## src/rtl/evt_combiner_pkg.sv

```systemverilog
package evt_combiner_pkg;
  typedef enum logic [1:0] {
    OP_STS_SET = 2'd0,
    OP_STS_CLR = 2'd1,
    OP_MSK_SET = 2'd2,
    OP_MSK_CLR = 2'd3
  } wr_op_e;
endpackage

```

## src/rtl/evt_rst_sync.sv

```systemverilog
module evt_rst_sync (
  input  logic clk,
  input  logic rst_n,
  output logic rst_sync_n
);
  logic [1:0] sync_q;

  always_ff @(posedge clk or negedge rst_n) begin
    if (!rst_n) sync_q <= 2'b00;
    else        sync_q <= {sync_q[0], 1'b1};
  end

  assign rst_sync_n = sync_q[1];
endmodule

```

## src/rtl/evt_ovf_hold.sv

```systemverilog
module evt_ovf_hold #(
  parameter int unsigned HOLD_CYC = 8
) (
  input  logic clk,
  input  logic rst_n,
  input  logic trig_i,
  output logic active_o
);
  localparam int unsigned CW = $clog2(HOLD_CYC + 1);

  logic [CW-1:0] cnt_q, cnt_d;
  logic          cnt_en;

  always_comb begin
    cnt_en = trig_i || (cnt_q != '0);
    if (trig_i) cnt_d = CW'(HOLD_CYC);
    else        cnt_d = cnt_q - 1'b1;
  end

  always_ff @(posedge clk or negedge rst_n) begin
    if (!rst_n)      cnt_q <= '0;
    else if (cnt_en) cnt_q <= cnt_d;
  end

  assign active_o = (cnt_q != '0);
endmodule

```

## src/rtl/evt_bit_bank.sv

```systemverilog
module evt_bit_bank #(
  parameter int unsigned W = 6
) (
  input  logic         clk,
  input  logic         rst_n,
  input  logic [W-1:0] set_i,
  input  logic [W-1:0] clr_i,
  output logic [W-1:0] q_o
);
  logic [W-1:0] q_d;
  logic         upd_en;

  always_comb begin
    q_d    = (q_o & ~clr_i) | set_i;
    upd_en = |(set_i | clr_i);
  end

  always_ff @(posedge clk or negedge rst_n) begin
    if (!rst_n)      q_o <= '0;
    else if (upd_en) q_o <= q_d;
  end
endmodule

```

## src/rtl/evt_combiner.sv

```systemverilog
module evt_combiner
  import evt_combiner_pkg::*;
#(
  parameter int unsigned NCH      = 5,
  parameter int unsigned CLK_HZ   = 50_000_000,
  parameter int unsigned HOLD_SEC = 4
) (
  input  logic           clk,
  input  logic           rst_n,
  input  logic [NCH-1:0] chan_evt_i,
  input  logic [NCH-1:0] chan_autoclr_i,
  input  logic           ovf_evt_i,
  input  logic           wr_en_i,
  input  logic [1:0]     wr_op_i,
  input  logic [NCH:0]   wr_data_i,
  output logic [NCH:0]   raw_o,
  output logic [NCH:0]   mask_o,
  output logic [NCH:0]   masked_o,
  output logic           comb_evt_o,
  output logic [NCH-1:0] chan_evt_o,
  output logic           ovf_active_o
);
  localparam int unsigned NSRC     = NCH + 1;
  localparam int unsigned HOLD_CYC = CLK_HZ * HOLD_SEC;

  logic            rst_sync_n;
  logic [NSRC-1:0] sts_set, sts_clr, msk_set, msk_clr;
  logic [NSRC-1:0] hw_set, hw_clr;
  logic [NCH-1:0]  chan_q;

  evt_rst_sync u_rst (
    .clk        (clk),
    .rst_n      (rst_n),
    .rst_sync_n (rst_sync_n)
  );

  always_comb begin
    sts_set = '0;
    sts_clr = '0;
    msk_set = '0;
    msk_clr = '0;
    if (wr_en_i) begin
      unique case (wr_op_e'(wr_op_i))
        OP_STS_SET: sts_set = wr_data_i;
        OP_STS_CLR: sts_clr = wr_data_i;
        OP_MSK_SET: msk_set = wr_data_i;
        OP_MSK_CLR: msk_clr = wr_data_i;
        default:    ;
      endcase
    end
  end

  // Hardware sources: one bit per channel, overflow on the top bit.
  generate
    for (genvar i = 0; i < NCH; i++) begin : g_src
      assign hw_set[i] = chan_evt_i[i];
      assign hw_clr[i] = chan_autoclr_i[i];
    end
  endgenerate
  assign hw_set[NCH] = ovf_evt_i;
  assign hw_clr[NCH] = 1'b0;

  evt_bit_bank #(.W(NSRC)) u_raw (
    .clk   (clk),
    .rst_n (rst_sync_n),
    .set_i (hw_set | sts_set),
    .clr_i (hw_clr | sts_clr),
    .q_o   (raw_o)
  );

  evt_bit_bank #(.W(NSRC)) u_mask (
    .clk   (clk),
    .rst_n (rst_sync_n),
    .set_i (msk_set),
    .clr_i (msk_clr),
    .q_o   (mask_o)
  );

  evt_ovf_hold #(.HOLD_CYC(HOLD_CYC)) u_ovf (
    .clk      (clk),
    .rst_n    (rst_sync_n),
    .trig_i   (ovf_evt_i),
    .active_o (ovf_active_o)
  );

  always_ff @(posedge clk or negedge rst_sync_n) begin
    if (!rst_sync_n) chan_q <= '0;
    else             chan_q <= chan_evt_i;
  end

  assign chan_evt_o = chan_q;
  assign masked_o   = raw_o & mask_o;
  assign comb_evt_o = |masked_o;
endmodule

```

## config.mk

```make
export PLATFORM = sky130hd
export DESIGN_NAME = evt_combiner
export DESIGN_NICKNAME = d
export VERILOG_FILES = /design/src/rtl/evt_combiner_pkg.sv /design/src/rtl/evt_rst_sync.sv /design/src/rtl/evt_ovf_hold.sv /design/src/rtl/evt_bit_bank.sv /design/src/rtl/evt_combiner.sv
export SDC_FILE = /design/constraint.sdc
export NUM_CORES = 1
export LEC_CHECK = 0
export CORE_MARGIN = 2
export CORE_UTILIZATION = 35
export DETAILED_ROUTE_END_ITERATION = 6
export GPL_ROUTABILITY_DRIVEN = 0
export PLACE_DENSITY = 0.58
export SLEW_MARGIN = 20
export SYNTH_ARGS = -nofsm -noshare
export SYNTH_HDL_FRONTEND = slang
export SYNTH_SLANG_ARGS = --single-unit
export TNS_END_PERCENT = 10
```

## constraint.sdc

```tcl
create_clock -name clk -period 2.15 [get_ports clk]
set_clock_uncertainty 0.15 [all_clocks]
set_input_delay 0.3225 -clock clk [delete_from_list [all_inputs] [get_ports clk]]
set_output_delay 0.3225 -clock clk [all_outputs]
set_load 0.01 [all_outputs]
```

Word-level counts from Yosys, hierarchy flattened
Cells that the tools add are included.
Widths: inputs -> output; s select.
{"block": "totals", "regBits": 47, "latch_bits": 0, "ramBits": 0, "rom_bits": 0, "input_bits": 22, "out_inout_bits": 25, "memories": 0}
{"block": "op_classes", "addsub": 1, "mul": 0, "div_mod_pow": 0, "magnitude_cmp": 0, "n_eq_ne": 3, "shifts": 0, "n_mux": 9, "n_bitwise": 11, "n_reduce_logical": 6}
{"cell": "$mux 6", "count": 8}
{"cell": "$or 6x6->6", "count": 5}
{"cell": "$mux 28", "count": 1}
{"cell": "$reduce_bool 28->1", "count": 1}
{"cell": "$sub 28x1->28 const B", "count": 1}
{"cell": "$and 6x6->6", "count": 3}
{"cell": "$reduce_or 6->1", "count": 3}
{"cell": "$not 6->6", "count": 2}
{"cell": "$or 5x6->6", "count": 1}
{"cell": "$eq 2x2->1 const B", "count": 2}
{"cell": "$eq 2x1->1 const B", "count": 1}
{"cell": "$logic_not 2->1", "count": 1}
{"cell": "$logic_or 1x1->1", "count": 1}

Depth between registers and ports, before layout
Gate-level depths: netlist of the first run.
{"block": "logic_depth", "word_depth": 7, "depth_mapped": 8, "ltp_nobuf": 7}

By module
A second synthesis of the first run with hierarchy kept.
{"block": "hier_totals", "hier_cells": 249, "area_unflattened_um2": 2463.6}
{"mod": "evt_ovf_hold", "instances": 1, "cells_per_inst": 162, "area_each_um2": 1565.3, "seq_area_each_um2": 700.7}
{"mod": "evt_bit_bank", "instances": 2, "cells_per_inst": 18, "area_each_um2": 217.7, "seq_area_each_um2": 150.1}
{"mod": "evt_combiner", "instances": 1, "cells_per_inst": 48, "area_each_um2": 409.1, "seq_area_each_um2": 125.1}
{"mod": "evt_rst_sync", "instances": 1, "cells_per_inst": 3, "area_each_um2": 53.8, "seq_area_each_um2": 50.0}

Worst setup path before layout of the first run
Ideal clock, no wire load.
{"block": "synth_path", "kind": "register -> register", "from": "register u_ovf.cnt_q[0]", "to": "register u_ovf.cnt_q[16]", "setup_time_ns": 0.132, "arrival_ns": 1.931, "t_required_ns": 1.868, "slack_ns": -0.063, "path_stages_with_launch": 8, "synth_period_minus_slack_ns": 2.213, "cell_sequence": "dfrtp_1 > inv_1 > ha_1 > or3b_2 > o311ai_1 > buf_2 > nor3_1 > or3b_1"}
{"block": "synth_between", "elab_chain_len": 2, "word_cells_on_any_way": 4}
{"item": "start, declared", "line": "evt_ovf_hold.sv:11", "rtl": "logic [CW-1:0] cnt_q, cnt_d;"}
{"item": "start signal, assigned", "line": "evt_ovf_hold.sv:22", "rtl": "else if (cnt_en) cnt_q <= cnt_d;"}
{"item": "$sub 28x1->28 or $reduce_bool 28->1 (tied branches)", "line": "evt_ovf_hold.sv:17, evt_ovf_hold.sv:15"}
{"item": "$mux 28 or $logic_or 1x1->1 (tied branches)", "line": "evt_ovf_hold.sv:16, evt_ovf_hold.sv:15"}
Several ways; a longest one is shown, not always the timed one.
A chain may end at the register's enable or synchronous reset.

Worst setup path in the final report of the first run
{"block": "layout_path", "from": "register u_ovf.cnt_q[9]", "to": "register u_ovf.cnt_q[16]"}
Same word-level chain as after synthesis.

==> results.json, run 1 <==
{
  "crit_slowest_cell": "or4_4",
  "p_seq_frac": 0.413,
  "cp.buffers_inverters": 2,
  "drtPass1Iterations": 4,
  "clkPwrFrac": 0.253,
  "finalPower_mw": 2.505,
  "timing.final.crit_share": 1.059,
  "grt_pass1_wl_um": 9853,
  "dieArea_um2": 7587,
  "cts-htree-levels": 2,
  "place.port_buffers": 46,
  "synth_seq_cells": 47,
  "cp-start-kind": "register",
  "syn_to_final_growth_pct": 52.79,
  "final_common_cell": "buf_4",
  "violations": "setup timing",
  "ios": 47,
  "cts.clk_slew.worst_paths_ns": 0.09,
  "swShare": 0.2912,
  "layout.nets": 379,
  "worstPathMaxFanout": 7,
  "mostFrequentLayoutCells": "65 x buf_4, 46 x dfrtp_1, 44 x clkdlybuf4s50_1",
  "hpwl_um": 4371,
  "synth_nets": 266,
  "grt_pass1_vias": 2190,
  "drive_gt1_frac": 0.3296,
  "dpl_cell_area_um2": 3387,
  "postRouteAntennaNets": 0,
  "setup_violations": 15,
  "drv_slew": 0,
  "netlist_area_um2": 2417,
  "powerDensity_nw_per_um2": 678.3,
  "drc": 0,
  "cts_buffers": 5,
  "stdcell_count": 435,
  "wl_per_cell_um": 13.69,
  "ys_warn_count": 0,
  "placedCellCount": 421,
  "p_leak_nw": 1.504,
  "clock-sinks": 47,
  "crit_family": "simple AND/OR/NAND/NOR gates",
  "rows": 30,
  "hp-class": "input port to asynchronous set/reset pin",
  "worst_slack_ns": -0.1278,
  "start_util": 0.3578,
  "routed_wl_um": 5955,
  "cts_tree": "built",
  "status": "finished with violations",
  "end_kind": "register",
  "grt_max_degree": 23,
  "cap_violations": 0,
  "cp.depth": 7,
  "syn-instance-count": 242,
  "overflow": 0,
  "slowest_delay_ns": 0.59,
  "finalHoldViolations": 0,
  "path_class": "register to register",
  "grt_use_total": 0.1615,
  "fin_area_um2": 3694,
  "p_sw_uw": 729.6,
  "p_int_mw": 1.776,
  "fp.dieH_um": 87.11,
  "diodes": 0,
  "yosys.cell_types.count": 49,
  "reg2reg_depth": 7,
  "routed_via_density": 4.984,
  "clock.fmax_ghz": 0.4390,
  "period_needed_ns": 2.278,
  "die_w_um": 87.11,
  "core_um2": 6756,
  "place_ws_ns": -0.2001,
  "antenna_found_initial": 0,
  "insertion_delay_ns": 0.30,
  "rsz0062_at_grt": "true",
  "worstPathRequired_ns": 2.19,
  "crit_chain": "or4_4 -> nor3_4 -> o311ai_2 -> buf_4 -> buf_6 -> o21ai_2 -> or3b_1",
  "critPathArrivalTime_ns": 2.32,
  "cts-root-buf": "clkbuf_8",
  "ys_seq_area_frac": 0.4865,
  "syn_area_per_cell_um2": 9.989,
  "drt-initial-drc-count": 53,
  "num_vias": 2168,
  "comb_power_share": 0.334,
  "cts.path.max_buffers": 2,
  "max-vdd-ir-drop_v": 0.0002890
}
[layer usage]
layer	vias up	part of all wire	GRT usage
met2	43	0.47	0.2672
met3	6	0.049	0.04645
met1	1028	0.47	0.2116
li1	1091	-	-
met5	-	0	0
met4	0	0.0091	0.03357
[layout make-up]
cell class                 count  area [µm²]
clock buffer                   6       72.57
clock inverter                 1       30.03
fill                         636        3063
inverter                       8       30.03
multi-input combinational    177        1289
sequential                    47        1177
tap                           80       100.1
timing repair buffer         116       994.7
[power by group through the flow]
stage / Sequential [mW] / Clock [mW] / Combinational (mW)
floorplan: 1.07 / 0 / 0.342
global placement: 1.05 / 0 / 0.766
detailed placement: 1.05 / 0 / 0.766
CTS: 1.04 / 0.648 / 0.811
global route: 1.05 / 0.690 / 0.918
finish: 1.04 / 0.633 / 0.837
[flip-flops by register name, summed over array words and instances, names as in the netlist]
signal / flops
u_raw.q_o: 6
u_ovf.cnt_q: 28
u_mask.q_o: 6
chan_evt_o: 5
u_rst.sync_q: 2
[metrics by stage]
stage,utilization,setup TNS [ns],hold WS [ns]
after CTS,0.5307,-1.291,0.02007
final,0.5467,-0.9815,0.02318
after global placement,0.5013,-1.877,0.09389
after floorplan,-,-0.1797,-0.1231
after global routing,0.5467,-2.923,0.01197
after detailed placement,0.5013,-2.119,0.09997
[repair_timing]
| item | 4_1_cts | 5_1_grt |
|---|---|---|
| resized for setup | 26 | 19 |
| hold buffers | 0 | 0 |
| pin swaps | 8 | 14 |
| endpoints found under the setup margin | 20 | 27 |
| setup buffers | 4 | 3 |
[Yosys cell counts, drive strengths merged]
cell | number | area share
or3 | 7 | 0.021
a211oi | 1 | 0.0031
ha | 2 | 0.010
nand3 | 7 | 0.014
dfrtp | 47 | 0.49
nor2b | 7 | 0.018
nor2 | 29 | 0.045
and2 | 7 | 0.018
inv | 8 | 0.012
buf | 6 | 0.021
o31a | 3 | 0.012
a311o | 5 | 0.021
nor4 | 12 | 0.050
clkbuf | 4 | 0.0062
o21ai | 16 | 0.035
or3b | 6 | 0.022
nor3 | 12 | 0.027
or2 | 4 | 0.010
or4 | 6 | 0.020
conb | 1 | 0.0016
or4b | 1 | 0.0041
o311ai | 1 | 0.0036
o31ai | 1 | 0.0031
xnor2 | 2 | 0.0072
mux2i | 4 | 0.017
a211o | 1 | 0.0036
o2111ai | 1 | 0.0036
nor3b | 1 | 0.0031
a21oi | 2 | 0.0041
xor2 | 8 | 0.029
o41ai | 2 | 0.0072
nand4 | 3 | 0.010
nand3b | 2 | 0.0062
o211ai | 5 | 0.016
nand2 | 18 | 0.029
[final timing paths]
check	from	end	slack, ns
worst min-delay path	rst_n	u_rst.sync_q[0]	0.02
min in group clk	u_rst.sync_q[0]	u_rst.sync_q[1]	0.21
worst min register to register	u_rst.sync_q[1]	u_ovf.cnt_q[23]	0.08
worst max-delay path	u_ovf.cnt_q[9]	u_ovf.cnt_q[16]	-0.13
max in group asynchronous	u_rst.sync_q[1]	u_ovf.cnt_q[7]	1.20
worst max register to register	u_ovf.cnt_q[9]	u_ovf.cnt_q[16]	-0.13
[kinds of logic (layout without fill, tap and decap cells)]
| kind of cell | count (synthesis) | after routing | synth area share |
|---|---|---|---|
| flip-flops | 47 | 47 | 0.4865 |
| AND/OR/NAND/NOR | 122 | 122 | 0.2981 |
| adder cells (fa/ha/maj) | 2 | 2 | 0.01035 |
| XOR/XNOR | 10 | 10 | 0.03623 |
| buffers and inverters | 18 | 131 | 0.03933 |
| multiplexers | 4 | 4 | 0.01656 |
| AO/OA/AOI/OAI | 38 | 38 | 0.1113 |
| other | 1 | 1 | 0.001551 |
Note: power is estimated with default switching activity, not from simulation.
==> run 2, diff against run 1 <==
--- a/config.mk
+++ b/config.mk
@@ -9,2 +9,3 @@
 export CORE_UTILIZATION = 35
+export CTS_CLUSTER_SIZE = 14
 export DETAILED_ROUTE_END_ITERATION = 6
--- a/constraint.sdc
+++ b/constraint.sdc
@@ -4,2 +4,2 @@
 set_output_delay 0.3225 -clock clk [all_outputs]
-set_load 0.01 [all_outputs]
+set_load 0.05 [all_outputs]
==> results.json, run 2 (synthesis gave the netlist of run 1 again) <==
{
  "max-vdd-ir-drop_v": 0.0004577,
  "grt_max_degree": 26,
  "clock.fmax_ghz": 0.4351,
  "cp-start-kind": "register",
  "start_util": 0.3578,
  "largest_register_ffs": 28,
  "fillers": 618,
  "cts-root-buf": "clkbuf_8",
  "mostFrequentLayoutCells": "48 x buf_4, 44 x dfrtp_1, 38 x clkdlybuf4s50_1",
  "violations": "setup timing",
  "fp.dieH_um": 87.11,
  "worst_slack_ns": -0.1484,
  "num_vias": 2141,
  "rsz0062_at_grt": "true",
  "final_common_cell": "buf_4",
  "worstPathRequired_ns": 2.24,
  "startpoint": "u_ovf.cnt_q[9]",
  "worst_slew_pin_slew_ns": 0.5201,
  "drt-initial-drc-count": 54,
  "clock-sinks": 47,
  "setup_violations": 12,
  "end_kind": "register",
  "cap_violations": 0,
  "critPathArrivalTime_ns": 2.38,
  "powerDensity_nw_per_um2": 739.0,
  "rows": 30,
  "final_util": 0.5389,
  "cts-htree-levels": 2,
  "cts.path.max_buffers": 2,
  "drc": 0,
  "grt_pass1_wl_um": 9825,
  "slew_headroom": 0.6522,
  "r2r-start": "u_ovf.cnt_q[9]",
  "grt_use_total": 0.1643,
  "hpwl_um": 4284,
  "status": "finished with violations",
  "core_um2": 6756,
  "drtPass1Iterations": 4,
  "ios": 47,
  "largest_register": "u_ovf.cnt_q",
  "cts.clk_slew.worst_paths_ns": 0.09,
  "cts_tree": "built",
  "period_needed_ns": 2.298,
  "placedCellCount": 406,
  "grt_pass1_vias": 2190,
  "holdWs_ns": 0.08158,
  "r2r-end": "u_ovf.cnt_q[18]",
  "layout.nets": 362,
  "diodes": 0,
  "drv_slew": 0,
  "die_w_um": 87.11,
  "place.port_buffers": 46,
  "overflow": 0,
  "routed_via_density": 5.110,
  "stdcell_count": 419,
  "routed_wl_um": 5858,
  "wl_per_cell_um": 13.98,
  "syn_to_final_growth_pct": 50.62,
  "hp-class": "register to asynchronous set/reset pin",
  "finalHoldViolations": 0,
  "multi_input_area_um2": 1297,
  "insertion_delay_ns": 0.31,
  "p_leak_nw": 1.532,
  "r2r_slack_ns": -0.15,
  "postRouteAntennaNets": 0,
  "cp-endpoint": "u_ovf.cnt_q[18]",
  "worstPathMaxFanout": 8,
  "reg_top3": "u_ovf.cnt_q (28), u_mask.q_o (6), u_raw.q_o (6)",
  "reg2reg_depth": 6,
  "cts_buffers": 5,
  "antenna_found_initial": 0,
  "seqCellArea_um2": 1180,
  "path_class": "register to register",
  "timing.final.crit_share": 1.069,
  "dieArea_um2": 7587,
  "drive_gt1_frac": 0.3068
}
[run 2: routing by layer]
layer	vias to the layer above	track usage	share of wire
li1	1061	-	-
met1	1027	0.2129	0.46
met2	47	0.2713	0.47
met3	6	0.04929	0.051
met4	0	0.03776	0.011
met5	-	0	0
[run 2: worst min-delay path by stage]
stage                          from  slack (ns)  depth (start not counted)              end
floorplan                     rst_n       -0.12                          0  u_rst.sync_q[0]
global placement    u_rst.sync_q[1]        0.09                          0    chan_evt_o[2]
detailed placement  u_rst.sync_q[1]         0.1                          0    chan_evt_o[2]
CTS                           rst_n       0.003                          1  u_rst.sync_q[0]
global route        u_rst.sync_q[1]        0.13                          0    chan_evt_o[2]
finish              u_rst.sync_q[1]        0.08                          0    chan_evt_o[2]
[run 2: cell type report]
class,count,share of cell area
clock inverter,2,0.01065
inverter,8,0.008247
timing repair buffer,99,0.2505
sequential,47,0.3241
tap,80,0.02749
multi-input combinational,177,0.3564
clock buffer,6,0.02268
[run 2: through the flow]
step	setup TNS [ns]	worst slack, ns	total power, mW	area [µm²]
after floorplan	-0.2243	-0.04685	1.585	2436
after global placement	-0.7491	-0.1119	1.947	3306
after detailed placement	-1.149	-0.1578	1.951	3306
after CTS	-0.5645	-0.1831	2.712	3568
after global routing	-2.169	-0.2285	2.837	3641
final	-0.8724	-0.1484	2.691	3641
[run 2: worst max-delay path: stages (launching register included)]
cell,delay [ns]
dfrtp_1,0.40
or4_4,0.59
nor3_2,0.14
o311ai_1,0.12
buf_4,0.18
or4b_1,0.49
a21oi_1,0.15
[run 2: timing repair]
item | CTS | global route
setup buffers | 3 | 1
endpoints found under the setup margin | 21 | 23
hold buffers | 0 | 1
pin swaps | 17 | 7
hold endpoints to repair | 0 | 2
gates resized for setup | 28 | 12
[run 2: power by group]
group / internal (mW) / total, mW / switching, mW
logic: 0.439 / 0.956 / 0.517
clock network: 0.383 / 0.698 / 0.315
registers: 0.967 / 1.04 / 0.0695
total: 1.79 / 2.69 / 0.902
==> run 3, diff against run 2 <==
Settings changed: CORE_ASPECT_RATIO from default to 1.5.
==> results.json, run 3 (synthesis gave the netlist of run 1 again) <==
{
  "p_sw_uw": 915.5,
  "routed_via_density": 5.181,
  "powerDensity_nw_per_um2": 718.1,
  "grt_use_total": 0.1769,
  "hpwl_um": 4699,
  "syn_to_final_growth_pct": 56.68,
  "start_util": 0.3576,
  "cts_tree": "built",
  "cts_buffers": 5,
  "grt_pass1_vias": 2336,
  "cts.clk_slew.worst_paths_ns": 0.09,
  "holdWs_ns": 0.03032,
  "period_needed_ns": 2.320,
  "setup_violations": 16,
  "layout.nets": 376,
  "ios": 47,
  "seqCellArea_um2": 1180,
  "multi_input_area_um2": 1374,
  "diodes": 0,
  "dieArea_um2": 7601,
  "crit_slowest_cell": "or4_4",
  "worstPathMaxFanout": 7,
  "mostFrequentLayoutCells": "61 x buf_4, 44 x dfrtp_1, 39 x clkdlybuf4s50_1",
  "clock.fmax_ghz": 0.4311,
  "place.port_buffers": 46,
  "postRouteAntennaNets": 0,
  "slowest_delay_ns": 0.59,
  "drc": 0,
  "num_vias": 2233,
  "violations": "setup timing",
  "core_um2": 6759,
  "final_common_cell": "buf_4",
  "p_leak_nw": 1.587,
  "crit_chain": "or4_4 -> nor3_2 -> o311ai_2 -> buf_4 -> or4b_1 -> a21oi_2",
  "fillers": 597,
  "r2r_slack_ns": -0.17,
  "slew_headroom": 0.6526,
  "place_ws_ns": -0.1676,
  "die_w_um": 71.86,
  "drive_gt1_frac": 0.3513,
  "rsz0062_at_grt": "true",
  "r2r-start": "u_ovf.cnt_q[10]",
  "comb_power_share": 0.388,
  "path_class": "register to register",
  "cts-root-buf": "clkbuf_8",
  "reg2reg_depth": 6,
  "worst_slew_pin_slew_ns": 0.5194,
  "clock-sinks": 47,
  "rows": 37,
  "fin_setup_tns_ns": -0.9477,
  "largest_register_ffs": 28,
  "grt_pass1_wl_um": 10650,
  "drt-initial-drc-count": 54,
  "cap_violations": 0,
  "critPathArrivalTime_ns": 2.40,
  "drtPass1Iterations": 4,
  "p_seq_frac": 0.377,
  "cp-endpoint": "u_ovf.cnt_q[18]",
  "hp-class": "input port to asynchronous set/reset pin",
  "routed_wl_um": 6563,
  "cts-htree-levels": 2,
  "r2r-end": "u_ovf.cnt_q[18]",
  "drv_slew": 0,
  "insertion_delay_ns": 0.30,
  "startpoint": "u_ovf.cnt_q[10]",
  "swShare": 0.3366,
  "max-vdd-ir-drop_v": 0.0005225,
  "cts.path.max_buffers": 2,
  "grt_max_degree": 44,
  "clkPwrFrac": 0.235,
  "fp.dieH_um": 105.8,
  "finalHoldViolations": 0,
  "timing.final.crit_share": 1.079,
  "overflow": 0,
  "worst_slack_ns": -0.1698,
  "cp-start-kind": "register",
  "reg_top3": "u_ovf.cnt_q (28), u_mask.q_o (6), u_raw.q_o (6)",
  "p_int_mw": 1.804,
  "status": "finished with violations",
  "end_kind": "register",
  "largest_register": "u_ovf.cnt_q",
  "wl_per_cell_um": 15.23,
  "antenna_found_initial": 0,
  "worstPathRequired_ns": 2.23
}
-- run 3: cell types whose count changed in the layout (fill, tap and decap cells not counted), sizes merged --
cell           before  now
inv                 9    8
clkdlybuf4s50      38   39
clkbuf              6    7
o21ai              16   17
buf                56   68
-- run 3: worst min path at each step --
stage	endpoint	cells after the start	slack, ns	from
2_1_floorplan	u_rst.sync_q[0]	0	-0.12	rst_n
3_3_place_gp	chan_evt_o[4]	0	-0.09	u_rst.sync_q[1]
3_5_place_dp	chan_evt_o[4]	0	-0.09	u_rst.sync_q[1]
4_1_cts	u_rst.sync_q[0]	1	0.02	rst_n
5_1_grt	u_rst.sync_q[0]	1	0.03	rst_n
6_report	u_rst.sync_q[0]	1	0.03	rst_n
-- run 3: layer usage --
layer,track usage,part of all wire
met5,0,0
met1,0.1970,0.38
met3,0.03250,0.041
met2,0.3280,0.56
met4,0.06065,0.020
-- run 3: through the flow --
| step | cells | total power [mW] | utilization | area [µm²] |
|---|---|---|---|---|
| after floorplan | 242 | 1.585 | - | 2436 |
| after global placement | 412 | 1.981 | 0.4961 | 3353 |
| after detailed placement | 412 | 1.996 | 0.4961 | 3353 |
| after CTS | 427 | 2.714 | 0.5415 | 3660 |
| after global routing | 431 | 2.850 | 0.5603 | 3787 |
| final | 431 | 2.720 | 0.5603 | 3787 |
-- run 3: power groups by stage --
stage,Clock [mW],Combinational (mW),Sequential [mW]
3_3_place_gp,0,0.942,1.04
3_5_place_dp,0,0.951,1.04
2_1_floorplan,0,0.416,1.17
5_1_grt,0.689,1.12,1.04
6_report,0.640,1.05,1.03
4_1_cts,0.660,1.02,1.03
-- run 3: area by class of cell --
cell class	instances	area share
Timing Repair Buffer	112	0.2640
Clock buffer	7	0.02015
Tap cell	78	0.02577
Clock inverter	1	0.007929
Inverter	8	0.007929
Sequential cell	47	0.3115
Multi-Input combinational cell	178	0.3627
-- run 3: critical path, delay by kind of cell (launching register included) --
kind,cells,cell delay (ns)
flops,1,0.39
simple gates,3,1.27
compound gates,2,0.26
buf+inv,1,0.18
-- run 3: timing repair --
item / CTS / global route
hold buffers: 1 / 0
pin swaps: 11 / 20
setup endpoints to repair: 25 / 33
endpoints found under the hold margin: 2 / 0
buffers inserted: 6 / 3
cloned: 0 / 1
resized for setup: 31 / 23
